`src/rtl/resdrv_pkg.sv`:
```
`timescale 1ns/1ps
package resdrv_pkg;

  typedef enum logic [2:0] {
    PH_IDLE,
    PH_DRIVE,
    PH_DISS,
    PH_BLANK,
    PH_WATCH
  } phase_t;

  // Linear code-to-ticks map: base + code * step.
  function automatic int lin_ticks(input int code, input int base, input int step);
    return base + code * step;
  endfunction

  // Limit a measured length to the legal estimate range.
  function automatic int clamp_ticks(input int x, input int lo, input int hi);
    if (x < lo) return lo;
    if (x > hi) return hi;
    return x;
  endfunction

  // Drive phase = estimate minus sensing overhead, never below a floor.
  function automatic int drive_span(input int est, input int overhead, input int floor_t);
    if (est >= overhead + floor_t) return est - overhead;
    return floor_t;
  endfunction

endpackage

```
`src/rtl/resdrv_cnt.sv`:
```
`timescale 1ns/1ps
module resdrv_cnt #(
  parameter int W = 14
) (
  input  logic         clk,
  input  logic         rst,
  input  logic         tick,
  input  logic         clr,
  output logic [W-1:0] cnt
);

  always_ff @(posedge clk) begin
    if (rst || clr) cnt <= '0;
    else if (tick)  cnt <= cnt + W'(1);
  end

endmodule

```
`src/rtl/resdrv_track.sv`:
```
`timescale 1ns/1ps
module resdrv_track
  import resdrv_pkg::*;
#(
  parameter int HP_W   = 14,
  parameter int HP_MIN = 500,
  parameter int HP_MAX = 6000
) (
  input  logic            clk,
  input  logic            rst,
  input  logic            load,
  input  logic [HP_W-1:0] load_val,
  input  logic            upd,
  input  logic [HP_W-1:0] meas,
  output logic [HP_W-1:0] est
);

  always_ff @(posedge clk) begin
    if (rst)       est <= HP_W'(HP_MIN);
    else if (load) est <= load_val;
    else if (upd)  est <= HP_W'(clamp_ticks(int'(meas), HP_MIN, HP_MAX));
  end

endmodule

```
`src/rtl/resdrv_fsm.sv`:
```
`timescale 1ns/1ps
module resdrv_fsm
  import resdrv_pkg::*;
#(
  parameter int HP_W = 14
) (
  input  logic            clk,
  input  logic            rst,
  input  logic            tick,
  input  logic            start,
  input  logic            stop,
  input  logic            erm,
  input  logic            cmp,
  input  logic [HP_W-1:0] ph_cnt,
  input  logic [HP_W-1:0] drv_len,
  input  logic [HP_W-1:0] diss_len,
  input  logic [HP_W-1:0] blank_len,
  input  logic [HP_W-1:0] zc_len,
  input  logic [HP_W-1:0] tmo_len,
  output phase_t          phase,
  output logic            pol,
  output logic            no_lock,
  output logic            ev_xing,
  output logic            ev_tmo,
  output logic            ph_clr,
  output logic            hc_clr
);

  phase_t nxt;
  logic   in_watch, zc_open, erm_done;

  always_comb begin
    in_watch = tick && (phase == PH_WATCH);
    zc_open  = ph_cnt >= (zc_len - HP_W'(1));
    ev_xing  = in_watch && !erm && zc_open && (cmp != pol);
    ev_tmo   = in_watch && !erm && !ev_xing && (ph_cnt == tmo_len - HP_W'(1));
    erm_done = in_watch && erm && (ph_cnt == zc_len - HP_W'(1));

    nxt = phase;
    case (phase)
      PH_IDLE:  nxt = PH_IDLE;
      PH_DRIVE: if (tick && ph_cnt == drv_len - HP_W'(1))   nxt = PH_DISS;
      PH_DISS:  if (tick && ph_cnt == diss_len - HP_W'(1))  nxt = PH_BLANK;
      PH_BLANK: if (tick && ph_cnt == blank_len - HP_W'(1)) nxt = PH_WATCH;
      PH_WATCH: if (ev_xing || ev_tmo || erm_done)          nxt = PH_DRIVE;
      default:  nxt = PH_IDLE;
    endcase
    if (start) nxt = PH_DRIVE;
    if (stop)  nxt = PH_IDLE;

    ph_clr = start || stop || (nxt != phase);
    hc_clr = start || stop || (phase == PH_IDLE) ||
             ((phase == PH_WATCH) && (nxt == PH_DRIVE));
  end

  always_ff @(posedge clk) begin
    if (rst) begin
      phase   <= PH_IDLE;
      pol     <= 1'b1;
      no_lock <= 1'b0;
    end else begin
      phase <= nxt;
      if (!stop) begin
        if (start) begin
          pol     <= 1'b1;
          no_lock <= 1'b0;
        end else begin
          if (ev_xing || ev_tmo) pol <= ~pol;
          if (ev_tmo) no_lock <= 1'b1;
        end
      end
    end
  end

endmodule

```
`src/rtl/resdrv_seq.sv`:
```
`timescale 1ns/1ps
module resdrv_seq
  import resdrv_pkg::*;
#(
  parameter int HP_W        = 14,
  parameter int DT_W        = 5,
  parameter int DS_W        = 4,
  parameter int BL_W        = 4,
  parameter int ZC_W        = 2,
  parameter int DRV_BASE    = 500,
  parameter int DRV_STEP    = 100,
  parameter int SETTLE_STEP = 25,
  parameter int ZC_STEP     = 100,
  parameter int HP_MIN      = 500,
  parameter int HP_MAX      = 6000,
  parameter int MIN_DRIVE   = 50
) (
  input  logic            clk,
  input  logic            rst,
  input  logic            tick_en,
  input  logic            start,
  input  logic            stop,
  input  logic            mode_erm,
  input  logic [DT_W-1:0] drv_code,
  input  logic [DS_W-1:0] diss_code,
  input  logic [BL_W-1:0] blank_code,
  input  logic [ZC_W-1:0] zcw_code,
  input  logic            bemf_pos,
  output logic            drive_en,
  output logic            drive_pol,
  output logic            hiz_en,
  output logic            adc_en,
  output logic [HP_W-1:0] half_period,
  output logic            no_lock
);

  localparam int NCNT = 2;  // 0: phase counter, 1: half-cycle counter

  phase_t          phase;
  logic [HP_W-1:0] est, init_est, drv_len, diss_len, blank_len, zc_len, tmo_len;
  logic [HP_W-1:0] ph_cnt, hc_cnt, meas;
  logic [HP_W-1:0] cnt_val [NCNT];
  logic [NCNT-1:0] cnt_clr;
  logic            ph_clr, hc_clr, ev_xing, ev_tmo;

  always_comb begin
    init_est  = HP_W'(lin_ticks(int'(drv_code), DRV_BASE, DRV_STEP));
    diss_len  = HP_W'(lin_ticks(int'(diss_code), SETTLE_STEP, SETTLE_STEP));
    blank_len = HP_W'(lin_ticks(int'(blank_code), SETTLE_STEP, SETTLE_STEP));
    zc_len    = HP_W'(lin_ticks(int'(zcw_code), ZC_STEP, ZC_STEP));
    drv_len   = mode_erm ? est :
                HP_W'(drive_span(int'(est),
                                 int'(diss_len) + int'(blank_len) + int'(zc_len),
                                 MIN_DRIVE));
    tmo_len   = zc_len + est;
  end

  assign cnt_clr = {hc_clr, ph_clr};

  for (genvar g = 0; g < NCNT; g++) begin : g_cnt
    resdrv_cnt #(.W(HP_W)) u_cnt (
      .clk  (clk),
      .rst  (rst),
      .tick (tick_en),
      .clr  (cnt_clr[g]),
      .cnt  (cnt_val[g])
    );
  end

  assign ph_cnt = cnt_val[0];
  assign hc_cnt = cnt_val[1];
  assign meas   = hc_cnt + HP_W'(1);

  resdrv_fsm #(.HP_W(HP_W)) u_fsm (
    .clk       (clk),
    .rst       (rst),
    .tick      (tick_en),
    .start     (start),
    .stop      (stop),
    .erm       (mode_erm),
    .cmp       (bemf_pos),
    .ph_cnt    (ph_cnt),
    .drv_len   (drv_len),
    .diss_len  (diss_len),
    .blank_len (blank_len),
    .zc_len    (zc_len),
    .tmo_len   (tmo_len),
    .phase     (phase),
    .pol       (drive_pol),
    .no_lock   (no_lock),
    .ev_xing   (ev_xing),
    .ev_tmo    (ev_tmo),
    .ph_clr    (ph_clr),
    .hc_clr    (hc_clr)
  );

  resdrv_track #(.HP_W(HP_W), .HP_MIN(HP_MIN), .HP_MAX(HP_MAX)) u_track (
    .clk      (clk),
    .rst      (rst),
    .load     (start && !stop),
    .load_val (init_est),
    .upd      (ev_xing && !start && !stop),
    .meas     (meas),
    .est      (est)
  );

  assign drive_en    = (phase == PH_DRIVE);
  assign hiz_en      = (phase == PH_IDLE) || (phase == PH_BLANK) || (phase == PH_WATCH);
  assign adc_en      = (phase == PH_WATCH);
  assign half_period = est;

endmodule

```
`config.mk`:
```
export PLATFORM = sky130hd
export DESIGN_NAME = resdrv_seq
export DESIGN_NICKNAME = d
export VERILOG_FILES = /design/src/rtl/resdrv_pkg.sv /design/src/rtl/resdrv_cnt.sv /design/src/rtl/resdrv_track.sv /design/src/rtl/resdrv_fsm.sv /design/src/rtl/resdrv_seq.sv
export SDC_FILE = /design/constraint.sdc
export NUM_CORES = 1
export LEC_CHECK = 0
export BUFFER_PORTS_ARGS = -buffer_cell sky130_fd_sc_hd__buf_2
export CAP_MARGIN = 30
export CORE_ASPECT_RATIO = 1.4
export CORE_MARGIN = 2
export CORE_UTILIZATION = 35
export DETAILED_ROUTE_END_ITERATION = 12
export HOLD_SLACK_MARGIN = 0.08
export PLACE_DENSITY = 0.57
export SYNTH_ARGS = -nofsm -noshare
export SYNTH_HDL_FRONTEND = slang
export SYNTH_HIERARCHICAL = 1
export SYNTH_SLANG_ARGS = --single-unit
```
`constraint.sdc`:
```
create_clock -name clk -period 16.05 [get_ports clk]
set_input_delay 3.21 -clock clk [delete_from_list [all_inputs] [get_ports clk]]
set_output_delay 3.21 -clock clk [all_outputs]
set_load 0.05 [all_outputs]
```
After elaboration in Yosys (flattened, before gate mapping)
Cells that the tools add are included.

Register bits after elaboration: 47. Bits of input ports: 22. Output and inout port bits: 19. Word-level logic and storage cells: 109.

Add/subtract/negate cells: 16. Multipliers: 4. Magnitude comparators: 4. Eq/ne operators: 12. Mux-type cells: 30. Bitwise operators: 2. Reduce and logical (&&, ||, !) cells: 35.

Operators with widths (count): 14-bit two-way mux (7); 14-bit equality test (5); 10-bit by 1-bit subtractor with 11-bit output, second input constant (3); 14-bit by 1-bit adder with 14-bit output, second input constant (2); 14-bit by 1-bit subtractor with 14-bit output, second input constant (2); 5-bit by 9-bit adder with 10-bit output, first input constant (2); 4-bit by 5-bit multiplier with 9-bit output, second input constant (2); 3-bit two-way mux (6); 1-bit logical AND (15); 10-bit by 14-bit adder with 14-bit output (1); 14-bit by 13-bit greater-or-equal comparator with 1-bit output (1); 14-bit greater-or-equal comparator (1); 14-bit by 13-bit greater-than comparator with 1-bit output, second input constant (1); 14-bit by 9-bit < comparator with 1-bit output, second input constant (1); 1-bit two-way mux (14); 14-bit by 12-bit subtractor with 14-bit output (1); 12-bit by 6-bit adder with 13-bit output, second input constant (1); 9-bit by 12-bit adder with 13-bit output, first input constant (1); 13-bit two-way mux (1); 11-bit by 10-bit adder with 12-bit output (1); 3-bit case mux with 4 select lines (1); 10-bit by 10-bit adder with 11-bit output (1); 7-bit by 9-bit adder with 10-bit output, first input constant (1); 1-bit logical OR (10); 13 further kinds (22).

Logic depth before layout (Yosys ltp)
Gate-level depths: netlist (run 1).

Depth in word-level cells: 20. Gate-level depth with buffers: 40.

By module
Netlist (run 1), hierarchy kept.

Modules (own cells, without submodules): resdrv_seq (times used 1, cells each 477, area an instance 3669.8 µm², seq. area each 0.0 µm²); resdrv_fsm (times used 1, cells each 426, area an instance 3081.7 µm², seq. area each 100.1 µm²); resdrv_cnt (times used 2, cells each 74, area an instance 681.9 µm², seq. area each 280.3 µm²); resdrv_track (times used 1, cells each 98, area an instance 787.0 µm², seq. area each 280.3 µm²).

Least setup slack after synthesis (run 1)
Ideal clock, no wire load.

Kind: input port to flip-flop. Start point: in blank_code[3]. End point: reg g_cnt[0].u_cnt.cnt[0]. Setup time: 0.128 ns. Arrival: 11.206 ns. Required time: 15.922 ns. Path slack: 4.717 ns. Stages on the path: 39. Cell sequence: inv_1 ha_1 inv_1 ha_1 ha_1 a31oi_1 o21bai_1 a21oi_1 xnor2_1 inv_1 fa_1 inv_1 ha_1 a21oi_1 a21bo_1 a21o_1 a21oi_1 xnor2_1 (+3 left out) a211oi_1 o21ai_1 a21oi_1 clkbuf_1 o31ai_1 inv_1 ha_1 or4b_4 or4_4 o41ai_2 a311oi_1 a2111oi_4 nor3_1 a31oi_1 a2111o_1 or2_2 clkbuf_1 nor2_1.

Cells in the longest elaborated chain, start to end: 19. Elaborated cells on any way between the ends: 25.

RTL lines: start, declared (line resdrv_seq.sv:26) `input logic [BL_W-1:0] blank_code,`; 4-bit by 5-bit multiplier with 9-bit output (*) (line resdrv_pkg.sv:14) `return base + code * step;`; 5-bit by 9-bit adder with 10-bit output (*) (line resdrv_pkg.sv:14); net blank_len[7] (line resdrv_seq.sv:40) `logic [HP_W-1:0] est, init_est, drv_len, diss_len, blank_len, zc_len, tmo_len;`; 10-bit by 10-bit adder with 11-bit output (*) (line resdrv_seq.sv:53) `int'(diss_len) + int'(blank_len) + int'(zc_len),`; 11-bit by 10-bit adder with 12-bit output (*) (line resdrv_seq.sv:53); 12-bit by 6-bit adder with 13-bit output (*) (line resdrv_pkg.sv:26) `if (est >= overhead + floor_t) return est - overhead;`; 14-bit by 13-bit greater-or-equal comparator with 1-bit output (*) (line resdrv_pkg.sv:26); 14-bit two-way mux / 1-bit two-way mux (equally long branches) (line resdrv_pkg.sv:26); (+2 left out); net drv_len[0] (line resdrv_seq.sv:40); (+3 left out); 3-bit two-way mux (*) (line resdrv_fsm.sv:42) `PH_DRIVE: if (tick && ph_cnt == drv_len - HP_W'(1)) nxt = PH_DISS;`; 3-bit case mux with 4 select lines (*) (line resdrv_fsm.sv:40) `case (phase)`; 3-bit two-way mux (*) (line resdrv_fsm.sv:48) `if (start) nxt = PH_DRIVE;`; 3-bit two-way mux (*) (line resdrv_fsm.sv:49) `if (stop) nxt = PH_IDLE;`; 3-bit inequality test (*) (line resdrv_fsm.sv:51) `ph_clr = start || stop || (nxt != phase);`; 1-bit logical OR (*) (line resdrv_fsm.sv:51); net ph_clr (line resdrv_seq.sv:44) `logic ph_clr, hc_clr, ev_xing, ev_tmo;`; 1-bit logical OR (*) (line resdrv_cnt.sv:13) `if (rst || clr) cnt <= '0;`; end signal, assigned (line resdrv_cnt.sv:14) `else if (tick) cnt <= cnt + W'(1);`; end, declared (line resdrv_cnt.sv:9) `output logic [W-1:0] cnt`.

The timed path passes the listed nets; every way through them passes the cells marked *. A chain may end at the register's enable or synchronous reset.

Final worst setup path (run 1)
Start point: in blank_code[3]. End point: reg g_cnt[0].u_cnt.cnt[6].

Same word-level chain as after synthesis.

==> flow_metrics.py, run 1 <==
metrics = {
    "critical_path": {
        "cp_top_family": "compound AO/OA/AOI/OAI gates",
        "worst_setup_path_start_kind": "input port",
        "worstRegToRegCells": 24,
        "critPathMostFrequentCell": "ha_1",
        "critPathMaxStageDelay_ns": 0.50,
        "worst_ep_required_time_ns": 16.28,
        "cpMaxStageDelayCell": "fa_1",
        "crit_path_max_fanout": 10,
        "critPathBufInv": 7,
        "cp_num_cells": 39,
        "end_kind": "flip-flop",
        "cp_data_arrival_time_ns": 12.21,
        "critPathKind": "input port to flip-flop",
    },
    "clock_tree": {
        "cts-root-buf": "clkbuf_16",
        "clock_sinks": 47,
        "cts.clk_slew.worst_paths_ns": 0.07,
        "cts_tree": "yes",
        "cts_resized": 0,
        "post-cts-setup-buffers": 0,
        "clk_latency_ns": 0.30,
        "ctsHtreeMaxLevel": 2,
        "cts_inserted_buffers": 5,
        "ctsLongestPathBuffers": 2,
        "ctsHoldBuffers": 0,
    },
    "logic_synthesis": {
        "syn-instance-count": 1148,
        "avgSynthCellArea_um2": 7.751,
        "synth_area_um2": 8899,
        "synth_warnings": 6,
    },
    "sta": {
        "fmax_ghz": 0.08348,
        "skew_ns": 0.004956,
        "slew_violations": 0,
        "final.setup.tns_ns": 0,
        "rsz0062_at_grt": "no",
        "setup_ws_ns": 4.071,
        "finalCriticalPeriod_ns": 11.98,
        "fin_crit_sh": 0.7464,
        "fin_worst_hold_slack_ns": 0.4716,
        "tightest_slew_ns": 1.084,
        "hold_viol_final": 0,
        "slew_headroom": 0.2713,
        "report.final.setup_viol": 0,
    },
    "detailed_routing": {
        "vias": 8434,
        "drc": 0,
        "avgViaCountPerCell": 5.538,
        "antenna_left": 0,
        "drt-initial-drc-count": 458,
        "wirelength_um": 26220,
        "drt-wirelength-per-cell_um": 17.21,
        "drt_pass1_iterations": 5,
    },
    "global_route": {
        "grt_pass1_wl_um": 42900,
        "grt_overflow": 0,
        "grt_usage": 0.1961,
        "grt_pass1_vias": 8272,
        "grt_max_degree": 31,
        "antenna_found_initial": 0,
    },
    "flow_run": {
        "cap_viol_max_count": 0,
    },
    "floorplan": {
        "die_h_um": 192.7,
        "rows": 69,
        "die_w_um": 138.8,
        "boundaryPins": 41,
        "initial_core_util": 0.3530,
        "die_area_um2": 26730,
        "core_um2": 25210,
    },
    "power_and_ir_drop": {
        "ir_drop_mv": 0.1184,
        "p_per_area_nw_per_um2": 142.5,
        "power_w": 0.001381,
        "p_leak_nw": 3.966,
    },
    "cells_and_area": {
        "stdcell_area_um2": 9692,
        "diodes": 0,
        "area_delta_synth_final_pct": 8.915,
        "nNetsFinal": 1356,
        "drive_gt1_frac": 0.08140,
    },
    "placed_design": {
        "globalplace.congestion": 0.8896,
        "dp_hpwl_um": 20770,
        "pre_cts_ws_ns": 3.864,
        "placed_cell_area_um2": 9520,
        "port_buffers": 40,
    },
    "min_path": {
        "min_path_type": "flip-flop to flip-flop",
        "min_path_cells": 1,
    },
    "status": {
        "status": "completed",
    },
}
-- flip-flops by register name (all words and copies together), names as in the netlist --
register / count
u_track/est: 14
u_fsm/phase: 3
u_fsm/pol: 1
u_fsm/no_lock: 1
g_cnt.u_cnt/cnt: 28
-- cell usage in the layout (no fill, tap or decap), drive strengths merged, types with 5 or more instances in the layout --
cell,n
o21ai,34
and3,11
o21bai,5
fa,13
ha,118
buf,48
conb,38
nand2,74
clkbuf,5
nor2,62
nand3b,11
xnor2,102
or4,16
nor3b,18
nor3,39
nand2b,12
or3,11
o211ai,12
nor4,24
a31oi,14
o21a,15
a21o,15
nand3,34
nor4b,6
mux2i,13
o31ai,19
and2,5
and4,6
xor2,56
dfxtp,47
or2,5
a311oi,7
nor2b,20
a21oi,73
a211oi,8
inv,108
a221oi,5
nand4,28
-- routing by layer --
layer | up-vias | part of all wire | track usage
met3 | 46 | 0.028 | 0.01538
met1 | 3968 | 0.42 | 0.2289
li1 | 4257 | - | -
met2 | 163 | 0.52 | 0.3803
met4 | 0 | 0.027 | 0.05750
met5 | - | 0 | 0
-- per-stage QoR --
stage,instances,utilization
after floorplan,1184,-
after global placement,1513,0.3772
after detailed placement,1515,0.3777
after CTS,1523,0.3845
after global routing,1523,0.3845
final,1523,0.3845
-- cell type report --
class / instances / area, um2
multi-input combinational: 994 / 7521
tap: 319 / 399.1
timing repair buffer: 48 / 257.7
fill: 2674 / 15520
clock buffer: 5 / 125.1
clock inverter: 3 / 46.29
sequential: 47 / 940.9
inverter: 107 / 401.6
-- final timing paths --
check / startpoint / endpoint / slack (ns)
setup / recovery: blank_code[3] / g_cnt[0].u_cnt/cnt[6] / 4.07
hold / removal: u_fsm/no_lock / u_fsm/no_lock / 0.47
setup reg to reg: u_track/est[0] / g_cnt[0].u_cnt/cnt[6] / 10.26
hold reg to reg: u_fsm/no_lock / u_fsm/no_lock / 0.47
-- power by group --
group          switching, W  internal [W]
sequential       0.00000766      0.000119
combinational      0.000650      0.000479
clock             0.0000508     0.0000742
(Power assumes the default switching activity.)
==> run 2: changes to the inputs <==
==> constraint.sdc (replaced) <==
create_clock -name clk -period 11.1 [get_ports clk]
set_input_delay 2.22 -clock clk [delete_from_list [all_inputs] [get_ports clk]]
set_output_delay 2.22 -clock clk [all_outputs]
set_load 0.05 [all_outputs]
==> flow_metrics.py, run 2 (same netlist as run 1, synthesis figures left out) <==
metrics = {
    "clock_tree": {
        "ctsHtreeMaxLevel": 2,
        "post-cts-setup-buffers": 0,
        "cts-root-buf": "clkbuf_16",
        "clock_sinks": 47,
        "clk_latency_ns": 0.31,
        "cts.clk_slew.worst_paths_ns": 0.08,
        "cts_inserted_buffers": 5,
        "ctsLongestPathBuffers": 2,
        "cts_tree": "yes",
        "ctsHoldBuffers": 0,
    },
    "sta": {
        "finalCriticalPeriod_ns": 10.39,
        "fmax_ghz": 0.09622,
        "rsz0062_at_grt": "no",
        "fin_crit_sh": 0.9363,
        "final.setup.tns_ns": 0,
        "tightest_slew_ns": 1.012,
        "slew_violations": 0,
        "skew_ns": 0.009667,
        "slew_headroom": 0.3179,
        "hold_viol_final": 0,
        "report.final.setup_viol": 0,
    },
    "critical_path": {
        "end_kind": "flip-flop",
        "worstRegToRegCells": 22,
        "worstReg2RegEnd": "g_cnt[0].u_cnt/cnt[1]",
        "reg2reg_from": "u_track/est[0]",
        "cpMaxStageDelayCell": "or4b_4",
        "worst_setup_path_start_kind": "input port",
        "ff2ff_setup_slack_ns": 5.82,
        "crit_path_max_fanout": 10,
        "critPathMaxStageDelay_ns": 0.57,
        "cp_data_arrival_time_ns": 10.59,
        "critPathMostFrequentCell": "ha_1",
        "critPathKind": "input port to flip-flop",
        "worst_ep_required_time_ns": 11.29,
    },
    "power_and_ir_drop": {
        "p_leak_nw": 4.009,
        "ir_drop_mv": 0.1555,
        "p_per_area_nw_per_um2": 210.2,
    },
    "detailed_routing": {
        "drc": 0,
        "drt-initial-drc-count": 416,
        "wirelength_um": 26150,
        "drt_pass1_iterations": 6,
        "antenna_left": 0,
        "drt-wirelength-per-cell_um": 17.09,
        "avgViaCountPerCell": 5.524,
        "vias": 8452,
    },
    "global_route": {
        "grt_overflow": 0,
        "grt_usage": 0.1933,
        "grt_max_degree": 31,
        "antenna_found_initial": 0,
        "grt_pass1_vias": 8049,
        "grt_pass1_wl_um": 41950,
    },
    "floorplan": {
        "rows": 69,
        "die_h_um": 192.7,
        "initial_core_util": 0.3530,
        "die_w_um": 138.8,
        "boundaryPins": 41,
        "die_area_um2": 26730,
        "core_um2": 25210,
    },
    "cells_and_area": {
        "final_common_cell": "ha_1",
        "largest_reg_flops": 28,
        "diodes": 0,
        "nNetsFinal": 1363,
        "most-common-layout-cells": "ha_1 (118), inv_1 (106), xnor2_1 (102)",
        "regMostFlops": "g_cnt.u_cnt/cnt",
        "biggestRegsByFlops": "g_cnt.u_cnt/cnt: 28 flops, u_track/est: 14 flops, u_fsm/phase: 3 flops",
        "area_delta_synth_final_pct": 9.730,
        "post-route-util": 0.3873,
        "drive_gt1_frac": 0.08918,
    },
    "min_path": {
        "hold_start": "u_fsm/no_lock",
        "min_path_cells": 1,
        "hold_end": "u_fsm/no_lock",
        "min_path_type": "flip-flop to flip-flop",
    },
    "placed_design": {
        "globalplace.congestion": 0.8923,
        "dp_hpwl_um": 20840,
        "port_buffers": 40,
    },
    "status": {
        "status": "completed",
    },
    "flow_run": {
        "cap_viol_max_count": 0,
    },
}
[run 2: cell type report]
| type | count | area, um2 |
|---|---|---|
| fill | 2680 | 15440 |
| tap | 319 | 399.1 |
| sequential | 47 | 940.9 |
| clock inverter | 3 | 47.55 |
| multi-input combinational | 994 | 7537 |
| clock buffer | 5 | 125.1 |
| inverter | 107 | 401.6 |
| timing repair buffer | 55 | 312.8 |
[run 2: power by group]
part	internal, W	switching, W
logic	0.000728	0.000957
registers	0.000172	0.0000113
clock network	0.000108	0.0000763
[run 2: stage by stage]
stage | cells | power (W) | instance area [um2] | setup slack (ns) | hold WS (ns)
CTS | 1530 | 0.002032 | 9748 | 0.4868 | 0.4849
finish | 1530 | 0.002053 | 9764 | 0.7069 | 0.4767
detailed placement | 1522 | 0.001837 | 9575 | 0.1606 | 0.4691
global route | 1530 | 0.002253 | 9764 | 0.02196 | 0.4997
floorplan | 1184 | 0.001484 | 9034 | 0.7569 | 0.4559
global placement | 1522 | 0.001827 | 9575 | 0.2878 | 0.4621
[run 2: worst max-delay path by stage]
stage,start,endpoint,cells after the start
floorplan,blank_code[3],g_cnt[0].u_cnt/cnt[0],39
global placement,blank_code[3],g_cnt[0].u_cnt/cnt[7],38
detailed placement,blank_code[3],g_cnt[0].u_cnt/cnt[12],38
CTS,blank_code[3],g_cnt[0].u_cnt/cnt[12],38
global route,blank_code[3],g_cnt[0].u_cnt/cnt[1],38
finish,blank_code[3],g_cnt[0].u_cnt/cnt[1],38
[run 2: repair_timing]
action                                  CTS  global route
endpoints found under the hold margin     0             0
resized for setup                         0             3
endpoints found under the setup margin    0            14
[run 2: per-layer routing]
metal  vias up  GRT usage  wire length (um)
met5         -          0                 0
met4         0    0.08780              1088
met3        58    0.01687               626
met2       172     0.3729             13590
met1      3963     0.2140             10840
li1       4259          -                 -
[run 2: worst max-delay path, delay by kind of cell]
| kind | cells | cell delay [ns] |
|---|---|---|
| AOI/OAI and AO/OA | 18 | 3.58 |
| buffers and inverters | 7 | 0.81 |
| and+or+nand+nor | 5 | 1.50 |
| xor gates and xnor gates | 2 | 0.46 |
| adders and majority gates | 6 | 2.00 |
